[config.mk]
export PLATFORM = sky130hd
export DESIGN_NAME = pp_pwm_ctrl
export DESIGN_NICKNAME = d
export VERILOG_FILES = /design/src/rtl/pp_pwm_pkg.sv /design/src/rtl/pp_ramp_counter.sv /design/src/rtl/pp_ctrl_sampler.sv /design/src/rtl/pp_pulse_steer.sv /design/src/rtl/pp_pwm_ctrl.sv
export SDC_FILE = /design/constraint.sdc
export NUM_CORES = 1
export LEC_CHECK = 0
export BUFFER_PORTS_ARGS = -buffer_cell sky130_fd_sc_hd__buf_2
export CAP_MARGIN = 20
export CELL_PAD_IN_SITES_DETAIL_PLACEMENT = 2
export CELL_PAD_IN_SITES_GLOBAL_PLACEMENT = 2
export CORE_MARGIN = 2
export CORE_UTILIZATION = 38
export DETAILED_ROUTE_END_ITERATION = 10
export PLACE_DENSITY = 0.95
export SLEW_MARGIN = 5
export SYNTH_ARGS = -nofsm -noshare
export SYNTH_HDL_FRONTEND = slang
export SYNTH_HIERARCHICAL = 1
export SYNTH_SLANG_ARGS = --single-unit
[constraint.sdc]
create_clock -name clk -period 11.5 [get_ports clk]
set_input_delay 0.575 -clock clk [delete_from_list [all_inputs] [get_ports clk]]
set_output_delay 0.575 -clock clk [all_outputs]
set_load 0.05 [all_outputs]
[src/rtl/pp_pwm_pkg.sv]
package pp_pwm_pkg;
  typedef enum logic {
    MODE_SINGLE   = 1'b0,
    MODE_PUSHPULL = 1'b1
  } drive_mode_e;

  localparam int unsigned OFFS_DIV_DEF = 25;
  localparam int unsigned NUM_DRV = 2;
endpackage

[src/rtl/pp_ramp_counter.sv]
module pp_ramp_counter #(
  parameter int CW = 8
) (
  input  logic          clk,
  input  logic          rst_n,
  input  logic          slave_en,
  input  logic          sync_in,
  input  logic [CW-1:0] tc_q,
  output logic [CW-1:0] cnt,
  output logic          wrap,
  output logic          wrap_strobe
);
  localparam logic [CW-1:0] CNT_MAX = {CW{1'b1}};

  assign wrap = slave_en ? sync_in : (cnt >= tc_q);

  always_ff @(posedge clk) begin
    if (!rst_n) begin
      cnt         <= '0;
      wrap_strobe <= 1'b0;
    end else begin
      wrap_strobe <= wrap;
      if (wrap)
        cnt <= '0;
      else if (cnt != CNT_MAX)
        cnt <= cnt + 1'b1;
    end
  end

  // in master mode the ramp never climbs past the sampled terminal count
  p_cnt_bound_r4 : assert property (@(posedge clk) disable iff (!rst_n)
    (!slave_en && $past(!slave_en) && $past(cnt <= tc_q)) |-> (cnt <= tc_q));

  // a sync pulse in slave mode restarts the ramp
  p_sync_wrap_r10 : assert property (@(posedge clk) disable iff (!rst_n)
    ($past(slave_en) && $past(sync_in)) |-> (cnt == '0));
endmodule

[src/rtl/pp_ctrl_sampler.sv]
module pp_ctrl_sampler #(
  parameter int          CW       = 8,
  parameter int unsigned OFFS_DIV = 25,
  localparam int         EW       = CW + 1
) (
  input  logic          clk,
  input  logic          rst_n,
  input  logic          wrap,
  input  logic [CW-1:0] term_cnt,
  input  logic [CW-1:0] err_a,
  input  logic [CW-1:0] err_b,
  input  logic [CW-1:0] dead_word,
  output logic [CW-1:0] tc_q,
  output logic [CW-1:0] fb_q,
  output logic [EW-1:0] lim_q
);
  logic [CW-1:0] fb_next;
  logic [EW-1:0] offs_next;
  logic [EW-1:0] lim_next;

  always_comb begin
    fb_next   = (err_a >= err_b) ? err_a : err_b;
    offs_next = ({1'b0, term_cnt} + EW'(OFFS_DIV - 1)) / EW'(OFFS_DIV);
    lim_next  = {1'b0, dead_word} + offs_next;
  end

  always_ff @(posedge clk) begin
    if (!rst_n) begin
      tc_q  <= '1;
      fb_q  <= '1;
      lim_q <= '1;
    end else if (wrap) begin
      tc_q  <= term_cnt;
      fb_q  <= fb_next;
      lim_q <= lim_next;
    end
  end

  // sampled words hold between wraps
  p_hold_r7 : assert property (@(posedge clk) disable iff (!rst_n)
    $past(!wrap) |-> ($stable(fb_q) && $stable(lim_q) && $stable(tc_q)));
endmodule

[src/rtl/pp_pulse_steer.sv]
module pp_pulse_steer #(
  parameter int CW = 8,
  localparam int EW = CW + 1
) (
  input  logic          clk,
  input  logic          rst_n,
  input  logic [CW-1:0] cnt,
  input  logic          wrap,
  input  logic [CW-1:0] fb_q,
  input  logic [EW-1:0] lim_q,
  input  logic          push_pull,
  input  logic          lockout,
  output logic [pp_pwm_pkg::NUM_DRV-1:0] drv
);
  import pp_pwm_pkg::*;

  logic        tgl;
  logic        pulse_on;
  drive_mode_e mode;

  assign mode     = drive_mode_e'(push_pull);
  assign pulse_on = (cnt > fb_q) && ({1'b0, cnt} > lim_q) && !wrap && !lockout;

  always_ff @(posedge clk) begin
    if (!rst_n)
      tgl <= 1'b0;
    else if (wrap && mode == MODE_PUSHPULL)
      tgl <= ~tgl;
  end

  for (genvar gi = 0; gi < NUM_DRV; gi++) begin : g_drv
    logic sel;
    assign sel = (mode == MODE_SINGLE) || (tgl == gi[0]);
    always_ff @(posedge clk) begin
      if (!rst_n)
        drv[gi] <= 1'b0;
      else
        drv[gi] <= pulse_on && sel;
    end
  end

  // single-ended mode holds the steering toggle
  p_tgl_hold_r6 : assert property (@(posedge clk) disable iff (!rst_n)
    $past(!push_pull) |-> $stable(tgl));

  // lockout silences both drives on the next cycle
  p_lock_off_r8 : assert property (@(posedge clk) disable iff (!rst_n)
    $past(lockout) |-> (drv == '0));

  // nothing drives while the ramp sits at or below the deadtime limit
  p_dead_r3 : assert property (@(posedge clk) disable iff (!rst_n)
    $past({1'b0, cnt} <= lim_q) |-> (drv == '0));
endmodule

[src/rtl/pp_pwm_ctrl.sv]
module pp_pwm_ctrl #(
  parameter int          CW       = 8,
  parameter int unsigned OFFS_DIV = pp_pwm_pkg::OFFS_DIV_DEF
) (
  input  logic          clk,
  input  logic          rst_n,
  input  logic [CW-1:0] term_cnt,
  input  logic [CW-1:0] err_a,
  input  logic [CW-1:0] err_b,
  input  logic [CW-1:0] dead_word,
  input  logic          push_pull,
  input  logic          lockout,
  input  logic          slave_en,
  input  logic          sync_in,
  output logic          drv_a,
  output logic          drv_b,
  output logic          wrap_strobe
);
  localparam int EW = CW + 1;

  logic [CW-1:0] cnt;
  logic          wrap;
  logic [CW-1:0] tc_q;
  logic [CW-1:0] fb_q;
  logic [EW-1:0] lim_q;
  logic [pp_pwm_pkg::NUM_DRV-1:0] drv;

  pp_ramp_counter #(.CW(CW)) u_ramp (
    .clk(clk), .rst_n(rst_n), .slave_en(slave_en), .sync_in(sync_in),
    .tc_q(tc_q), .cnt(cnt), .wrap(wrap), .wrap_strobe(wrap_strobe)
  );

  pp_ctrl_sampler #(.CW(CW), .OFFS_DIV(OFFS_DIV)) u_samp (
    .clk(clk), .rst_n(rst_n), .wrap(wrap), .term_cnt(term_cnt),
    .err_a(err_a), .err_b(err_b), .dead_word(dead_word),
    .tc_q(tc_q), .fb_q(fb_q), .lim_q(lim_q)
  );

  pp_pulse_steer #(.CW(CW)) u_steer (
    .clk(clk), .rst_n(rst_n), .cnt(cnt), .wrap(wrap), .fb_q(fb_q),
    .lim_q(lim_q), .push_pull(push_pull), .lockout(lockout), .drv(drv)
  );

  assign drv_a = drv[0];
  assign drv_b = drv[1];

  // the restart cycle carries no drive
  p_wrap_off_r4 : assert property (@(posedge clk) disable iff (!rst_n)
    wrap_strobe |-> (!drv_a && !drv_b));

  // push-pull never drives both sides at once
  p_excl_r5 : assert property (@(posedge clk) disable iff (!rst_n)
    $past(push_pull) |-> !(drv_a && drv_b));

  // single-ended outputs match
  p_same_r6 : assert property (@(posedge clk) disable iff (!rst_n)
    $past(!push_pull) |-> (drv_a == drv_b));
endmodule

==> run summary, run 1 <==
Clocking
* 5 — Num CTS Buffers
* 0 — hold buffers post-CTS
* yes — clock tree from TritonCTS
* 2 — maximum count of clock buffers along a single path
* sky130_fd_sc_hd__clkbuf_8 — Root Driver
* 0.29 ns — clock latency on the worst-skew pair
* 0 — count of instances resized after the clock tree is built
* 0.07 ns — post-CTS clock slew at the launch and capture registers of the worst setup and hold paths
* 37 — CTS Sinks
* 0 — post-CTS setup-driven buffer insertion count
* 2 — H-tree level count

Layout
* 0 — count of antenna diodes in the layout
* 0.166 — ratio of cells with drive above 1 in the final layout
* 515 — final net count
* 9.79% — Layout area overhead

Timing
* 5.70 ns — minimum setup slack in the final design
* 0.407 — Worst slew margin
* 0 — total of endpoints with negative setup slack in the final report
* 0.504 — share of the clock period used by the worst path
* 5.80 ns — post-layout min period
* 172 MHz — Max Clk Rate
* 0 ns — aggregate negative setup slack
* 0 — final hold viol count
* 0.00798 ns — setup skew after layout
* no — setup repair after global routing missed its margin
* 0.889 ns — transition at the pin with the smallest max-transition slack
* 0 — Final Slew Violations
* 0.486 ns — minimum hold slack

Power and ir drop
* 0.0000524 V — Max VDD drop
* 101 nW/um^2 — Power per Cell Area
* 374 uW — Power, Total
* 0.00189 uW — leakage power total

Global route
* 3581 — vias in the first global route
* met2 — most utilized layer in the global route result
* 0.0344 — met3 capacity usage during global routing
* 19000 um — global-route wire length before repair
* 0 — number of antenna violations at the first check in global routing
* 0.285 — global routing usage on met1
* 53 — maximum number of pins on one net before global-route repair
* 0.457 — global-route met2 utilization
* 0.246 — overall routing resource usage
* 0 — sum of overflow across all layers after global routing

Synthesis
* sky130_fd_sc_hd__dfxtp_1 — dominant synthesized flop cell
* 6 — warning count from the yosys run
* 8.33 um^2 — synthesized area per cell
* 71 — number of distinct library cells after synthesis
* 0 — count of flip-flops with a built-in enable after synthesis
* 0 — proportion of synthesized flip-flops having asynchronous set or reset
* 37 — FF+latch count, synth
* 405 — number of cells produced by synthesis
* 487 — synthesized net count
* 0.220 — sequential element share of the synthesized area
* 3370 um^2 — Post-Synthesis Cell Area

Floorplanning
* 41 — ports placed on the boundary
* 98.2 um — overall die width
* 34 — Row Count
* 0.389 — effective utilization at floorplan
* 9650 um^2 — floorplan die area
* 8680 um^2 — area of the core
* 98.2 um — die outline height

Job
* 0 — max cap viols

Placed design
* 0.844 — gpl congestion
* 40 — number of port buffers
* 5.46 ns — pre-CTS worst setup slack
* 8390 um — Detail Placement HPWL

Routing
* 5.94 — detailed-route vias per instance
* 4 — DRT Pass-1 Iters
* 0 — number of nets still failing antenna checks after routing
* 11700 um — final wirelength
* 134 — 1st-iter DRT viols
* 21.6 um — average wire per standard cell
* 0 — post-route DRC violation count
* 3214 — Vias

Critical path
* input port — startpoint kind of the worst setup timing path
* in -> reg — Crit Path Class
* 11.64 ns — required time of the worst setup path
* 20 — maximum fanout encountered on the critical timing path
* 5.94 ns — crit path DAT
* flop — sort of element at the end of the critical path

Hold path
* reg -> reg — min-delay worst type

Outcome
* complete, no violations — result of the run

[worst max-delay path, stage by stage]
cell and delay, ns:
sky130_fd_sc_hd__buf_2 0.24, sky130_fd_sc_hd__inv_1 0.16, sky130_fd_sc_hd__ha_1 0.60, sky130_fd_sc_hd__nor4bb_1 0.49
sky130_fd_sc_hd__o21ai_1 0.21, sky130_fd_sc_hd__a21oi_2 0.30, sky130_fd_sc_hd__a21oi_2 0.09, sky130_fd_sc_hd__o22ai_1 0.35
sky130_fd_sc_hd__inv_1 0.15, sky130_fd_sc_hd__ha_1 0.22, sky130_fd_sc_hd__o31a_1 0.32, sky130_fd_sc_hd__and2_1 0.17
sky130_fd_sc_hd__a311o_1 0.28, sky130_fd_sc_hd__ha_1 0.22, sky130_fd_sc_hd__fa_1 0.42, sky130_fd_sc_hd__a21oi_1 0.16
sky130_fd_sc_hd__nor2_1 0.07, sky130_fd_sc_hd__o21a_1 0.18, sky130_fd_sc_hd__o21ai_0 0.26, sky130_fd_sc_hd__xor2_1 0.18
sky130_fd_sc_hd__nand2_1 0.07, sky130_fd_sc_hd__o21ai_0 0.13, sky130_fd_sc_hd__nand2_1 0.08
[power by group]
part           internal [uW]  switching [uW]
Sequential               137            6.81
Clock                   47.7            48.1
Combinational           54.8            79.6
[final timing paths]
check | from | to | slack (ns) | depth (start not counted)
max | term_cnt[3] | u_samp/lim_q[6]$_SDFFE_PN1P_ | 5.70 | 23
min | u_samp/lim_q[5]$_SDFFE_PN1P_ | u_samp/lim_q[5]$_SDFFE_PN1P_ | 0.49 | 2
max reg2reg | u_ramp/cnt[7]$_SDFFE_PP0P_ | u_steer/drv[0]$_SDFF_PN0_ | 8.32 | 11
min reg2reg | u_samp/lim_q[5]$_SDFFE_PN1P_ | u_samp/lim_q[5]$_SDFFE_PN1P_ | 0.49 | 2
[final cells by class]
| type | instances | area, um^2 |
|---|---|---|
| well taps | 108 | 135 |
| multi-input cells | 305 | 2370 |
| fillers | 993 | 4970 |
| repair buffers | 41 | 208 |
| inverters | 43 | 161 |
| flip-flops and latches | 37 | 741 |
| clock buffers | 7 | 86.3 |
[cells in the final DEF (no fill, tap or decap), drive strengths merged, types with 9 or more instances in the layout]
cell type | Yosys | routed
inv | 43 | 43
a211oi | 9 | 9
ha | 43 | 43
dfxtp | 37 | 37
nand2 | 38 | 38
xnor2 | 9 | 9
o21ai | 23 | 23
nor2 | 24 | 24
a21oi | 19 | 19
nand3 | 9 | 9
buf | 10 | 41
mux2i | 14 | 14
a21o | 10 | 10
[routing by layer]
layer,vias up,share of wire,wire length [um]
met3,33,0.023,268
met1,1594,0.41,4780
met2,71,0.53,6250
met5,-,0,0
li1,1516,-,-
met4,0,0.033,386
[cells in the mapped netlist (4+ instances only)]
master,instances,share of area
sky130_fd_sc_hd__o31ai_1,4,0.0089
sky130_fd_sc_hd__o21ai_1,4,0.0059
sky130_fd_sc_hd__inv_1,43,0.048
sky130_fd_sc_hd__nand2b_1,5,0.0093
sky130_fd_sc_hd__ha_1,43,0.16
sky130_fd_sc_hd__clkbuf_1,10,0.011
sky130_fd_sc_hd__nor2b_1,4,0.0074
sky130_fd_sc_hd__and3_1,8,0.015
sky130_fd_sc_hd__nand4_1,4,0.0074
sky130_fd_sc_hd__a211oi_1,9,0.020
sky130_fd_sc_hd__dfxtp_1,37,0.22
sky130_fd_sc_hd__and3b_1,7,0.018
sky130_fd_sc_hd__a221oi_1,8,0.021
sky130_fd_sc_hd__nor2_1,24,0.027
sky130_fd_sc_hd__o31a_1,4,0.010
sky130_fd_sc_hd__a21oi_1,17,0.025
sky130_fd_sc_hd__nand2_1,38,0.042
sky130_fd_sc_hd__nand3_1,9,0.013
sky130_fd_sc_hd__xnor2_1,8,0.021
sky130_fd_sc_hd__mux2i_1,13,0.039
sky130_fd_sc_hd__a21o_1,10,0.022
sky130_fd_sc_hd__buf_2,4,0.0059
sky130_fd_sc_hd__o21ai_0,18,0.027
[sequential cells by signal (all words and copies together), names as in the netlist]
signal,cells
u_ramp/wrap_strobe,1
u_ramp/cnt,8
u_samp/lim_q,9
u_steer/tgl,1
u_samp/fb_q,8
u_samp/tc_q,8
u_steer/drv,2
[stage by stage]
stage	utilization	cells	cell area (um^2)
after floorplan	-	405	3370
after global placement	0.417	534	3620
after detailed placement	0.417	534	3620
after CTS	0.427	541	3700
after global routing	0.427	541	3700
final	0.427	541	3700
[logic make-up (layout without fill, tap and decap cells)]
kind of cell	Yosys count	after routing	synth area share
simple gates	126	126	0.203
buf+inv	63	91	0.0772
flops	37	37	0.220
fa+ha+maj	44	44	0.165
xor+xnor	12	12	0.0334
compound gates	106	106	0.249
mux	17	17	0.0527
(Power assumes the default switching activity.)
==> run 2: changes to the inputs <==
--- a/config.mk
+++ b/config.mk
@@ -10,9 +10,9 @@
 export CELL_PAD_IN_SITES_DETAIL_PLACEMENT = 2
 export CELL_PAD_IN_SITES_GLOBAL_PLACEMENT = 2
 export CORE_MARGIN = 2
-export CORE_UTILIZATION = 38
+export CORE_UTILIZATION = 32
 export DETAILED_ROUTE_END_ITERATION = 10
-export PLACE_DENSITY = 0.95
+export PLACE_DENSITY = 0.87
 export SLEW_MARGIN = 5
 export SYNTH_ARGS = -nofsm -noshare
 export SYNTH_HDL_FRONTEND = slang
==> constraint.sdc (replaced) <==
create_clock -name clk -period 5 [get_ports clk]
set_input_delay 0.25 -clock clk [delete_from_list [all_inputs] [get_ports clk]]
set_output_delay 0.25 -clock clk [all_outputs]
set_load 0.05 [all_outputs]
==> run 2 against run 1 <==
Flip-flop and latch count unchanged. Routed wire length decreased by 12%. Total power increased by 140%. Core utilization decreased by 5.6 points. Sequential power increased by 130%. Worst setup slack got worse by 5.3 ns. Critical path type unchanged. Critical endpoint unchanged.
==> run summary, run 2 (synthesized netlist as in run 1, its figures left out) <==
Critical path
* 2.05 ns — R2R Setup Slk
* u_steer/drv[0]$_SDFF_PN0_ — R2R Path End
* input port — startpoint kind of the worst setup timing path
* flop — sort of element at the end of the critical path
* 9 — maximum fanout encountered on the critical timing path
* 0.43 ns — critical path's largest stage delay
* buf_2 -> inv_1 -> ha_1 -> buf_4 -> nand2b_1 -> o32ai_4 -> a21oi_2 -> o21ai_1 -> o31ai_1 -> or3_4 -> a31o_4 -> mux2i_1 -> a311o_1 -> ha_1 -> fa_1 -> a21oi_1 -> nor2_1 -> o21a_1 -> o21ai_0 -> xor2_1 -> nand2_1 -> o21ai_0 -> nand2_1 — ordered cell list for the critical path
* u_ramp/cnt[7]$_SDFFE_PP0P_ — origin of the critical flop-to-flop path
* sky130_fd_sc_hd__or3_4 — Critical Path Slowest Stage Cell
* 11 — reg2reg path depth
* in -> reg — Crit Path Class
* 4.74 ns — crit path DAT
* 5.15 ns — required time of the worst setup path

Power and ir drop
* 0.000101 V — Max VDD drop
* 239 nW/um^2 — Power per Cell Area
* 0.00192 uW — leakage power total
* 910 uW — Power, Total

Global route
* 0 — sum of overflow across all layers after global routing
* 3420 — vias in the first global route
* 0.185 — overall routing resource usage
* 17100 um — global-route wire length before repair
* 53 — maximum number of pins on one net before global-route repair
* 0 — number of antenna violations at the first check in global routing

Timing
* 4.58 ns — post-layout min period
* 0.839 ns — transition at the pin with the smallest max-transition slack
* 0.441 — Worst slew margin
* 0 — total of endpoints with negative setup slack in the final report
* 0 ns — aggregate negative setup slack
* no — setup repair after global routing missed its margin
* 218 MHz — Max Clk Rate
* 0 — Final Slew Violations
* 0.0165 ns — setup skew after layout
* 0.917 — share of the clock period used by the worst path
* 0 — final hold viol count

Placed design
* 0.807 — gpl congestion
* 565 — total instance count after detailed placement
* 40 — number of port buffers
* 7730 um — Detail Placement HPWL
* 3670 um^2 — standard cell area after detailed placement

Clocking
* 2 — maximum count of clock buffers along a single path
* sky130_fd_sc_hd__clkbuf_8 — Root Driver
* 0 — hold buffers post-CTS
* yes — clock tree from TritonCTS
* 0 — post-CTS setup-driven buffer insertion count
* 0.09 ns — post-CTS clock slew at the launch and capture registers of the worst setup and hold paths
* 37 — CTS Sinks
* 5 — Num CTS Buffers
* 0.30 ns — clock latency on the worst-skew pair
* 2 — H-tree level count

Layout
* u_samp/lim_q — register bank with the most flops
* 0.181 — ratio of cells with drive above 1 in the final layout
* 518 — final net count
* 3810 um^2 — Layout Cell Area excl Fill
* sky130_fd_sc_hd__inv_1 (43), sky130_fd_sc_hd__ha_1 (43), sky130_fd_sc_hd__buf_2 (40) — commonest cells after routing, fill and taps aside
* 0 — count of antenna diodes in the layout
* 9 — Largest register FFs
* 573 — post-layout instance count excluding filler cells
* 12.9% — Layout area overhead

Routing
* 3073 — Vias
* 5.36 — detailed-route vias per instance
* 0 — number of nets still failing antenna checks after routing
* 6 — DRT Pass-1 Iters
* 0 — post-route DRC violation count
* 17.8 um — average wire per standard cell
* 97 — 1st-iter DRT viols
* 10200 um — final wirelength

Hold path
* 2 — Cells on Worst Hold Path
* push_pull — min-delay src
* u_steer/drv[1]$_SDFF_PN0_ — Hold Path Sink
* in -> reg — min-delay worst type

Floorplanning
* 10300 um^2 — area of the core
* 107 um — overall die width
* 41 — ports placed on the boundary
* 0.328 — effective utilization at floorplan
* 37 — Row Count
* 11400 um^2 — floorplan die area
* 107 um — die outline height

Job
* 0 — max cap viols

Outcome
* complete, no violations — result of the run

-- run 2: cell count changes in the layout (fill, tap and decap cells not counted), sizes merged --
cell | previous run | this run
bufinv | 0 | 1
clkinvlp | 0 | 1
clkbuf | 7 | 6
buf | 41 | 44
-- run 2: worst max-delay path: cells and delay by family --
kind | cells | cell delay, ns
AOI/OAI and AO/OA | 10 | 2.02
and+or+nand+nor | 5 | 0.74
buffers and inverters | 3 | 0.44
xor gates and xnor gates | 1 | 0.18
muxes | 1 | 0.12
adders and majority gates | 3 | 0.98
-- run 2: through the flow --
stage / hold slack [ns] / util / setup WS [ns]
6_report: 0.155 / 0.370 / 0.415
4_1_cts: 0.150 / 0.369 / 0.282
3_5_place_dp: 0.467 / 0.358 / 0.00969
5_1_grt: 0.153 / 0.370 / 0.0370
2_1_floorplan: 0.343 / - / 0.428
3_3_place_gp: 0.459 / 0.358 / 0.308
-- run 2: per-layer routing --
metal,vias to the layer above,track usage,routed length [um]
met5,-,0,0
met4,0,0.0455,140
met3,12,0.0188,222
met2,40,0.354,5480
met1,1502,0.220,4380
li1,1519,-,-
-- run 2: worst max-delay path by stage --
stage	startpoint	to	cells after the start	slack [ns]
global route	term_cnt[3]	u_samp/lim_q[6]$_SDFFE_PN1P_	24	0.04
detailed placement	term_cnt[3]	u_samp/lim_q[6]$_SDFFE_PN1P_	23	0.01
floorplan	term_cnt[3]	u_samp/lim_q[6]$_SDFFE_PN1P_	25	0.43
global placement	term_cnt[3]	u_samp/lim_q[6]$_SDFFE_PN1P_	23	0.31
finish	term_cnt[3]	u_samp/lim_q[6]$_SDFFE_PN1P_	23	0.42
CTS	term_cnt[3]	u_samp/lim_q[6]$_SDFFE_PN1P_	23	0.28
-- run 2: where the power goes --
part / internal [uW] / total, uW / switching, uW / leakage (uW)
logic: 128 / 299 / 172 / 0.00156
registers: 316 / 330 / 14.8 / 0.000304
clock network: 162 / 280 / 118 / 0.0000574
-- run 2: layout make-up --
cell class	count	area, um^2
inverters	43	161
clock inverters	2	37.5
clock buffers	6	82.6
repair buffers	44	230
multi-input cells	305	2380
fillers	1229	6470
flip-flops and latches	37	741
well taps	136	170
-- run 2: repair_timing --
item / 4_1_cts / 5_1_grt
endpoints found under the hold margin: 0 / 0
endpoints found under the setup margin: 0 / 2
gates resized for setup: 0 / 2
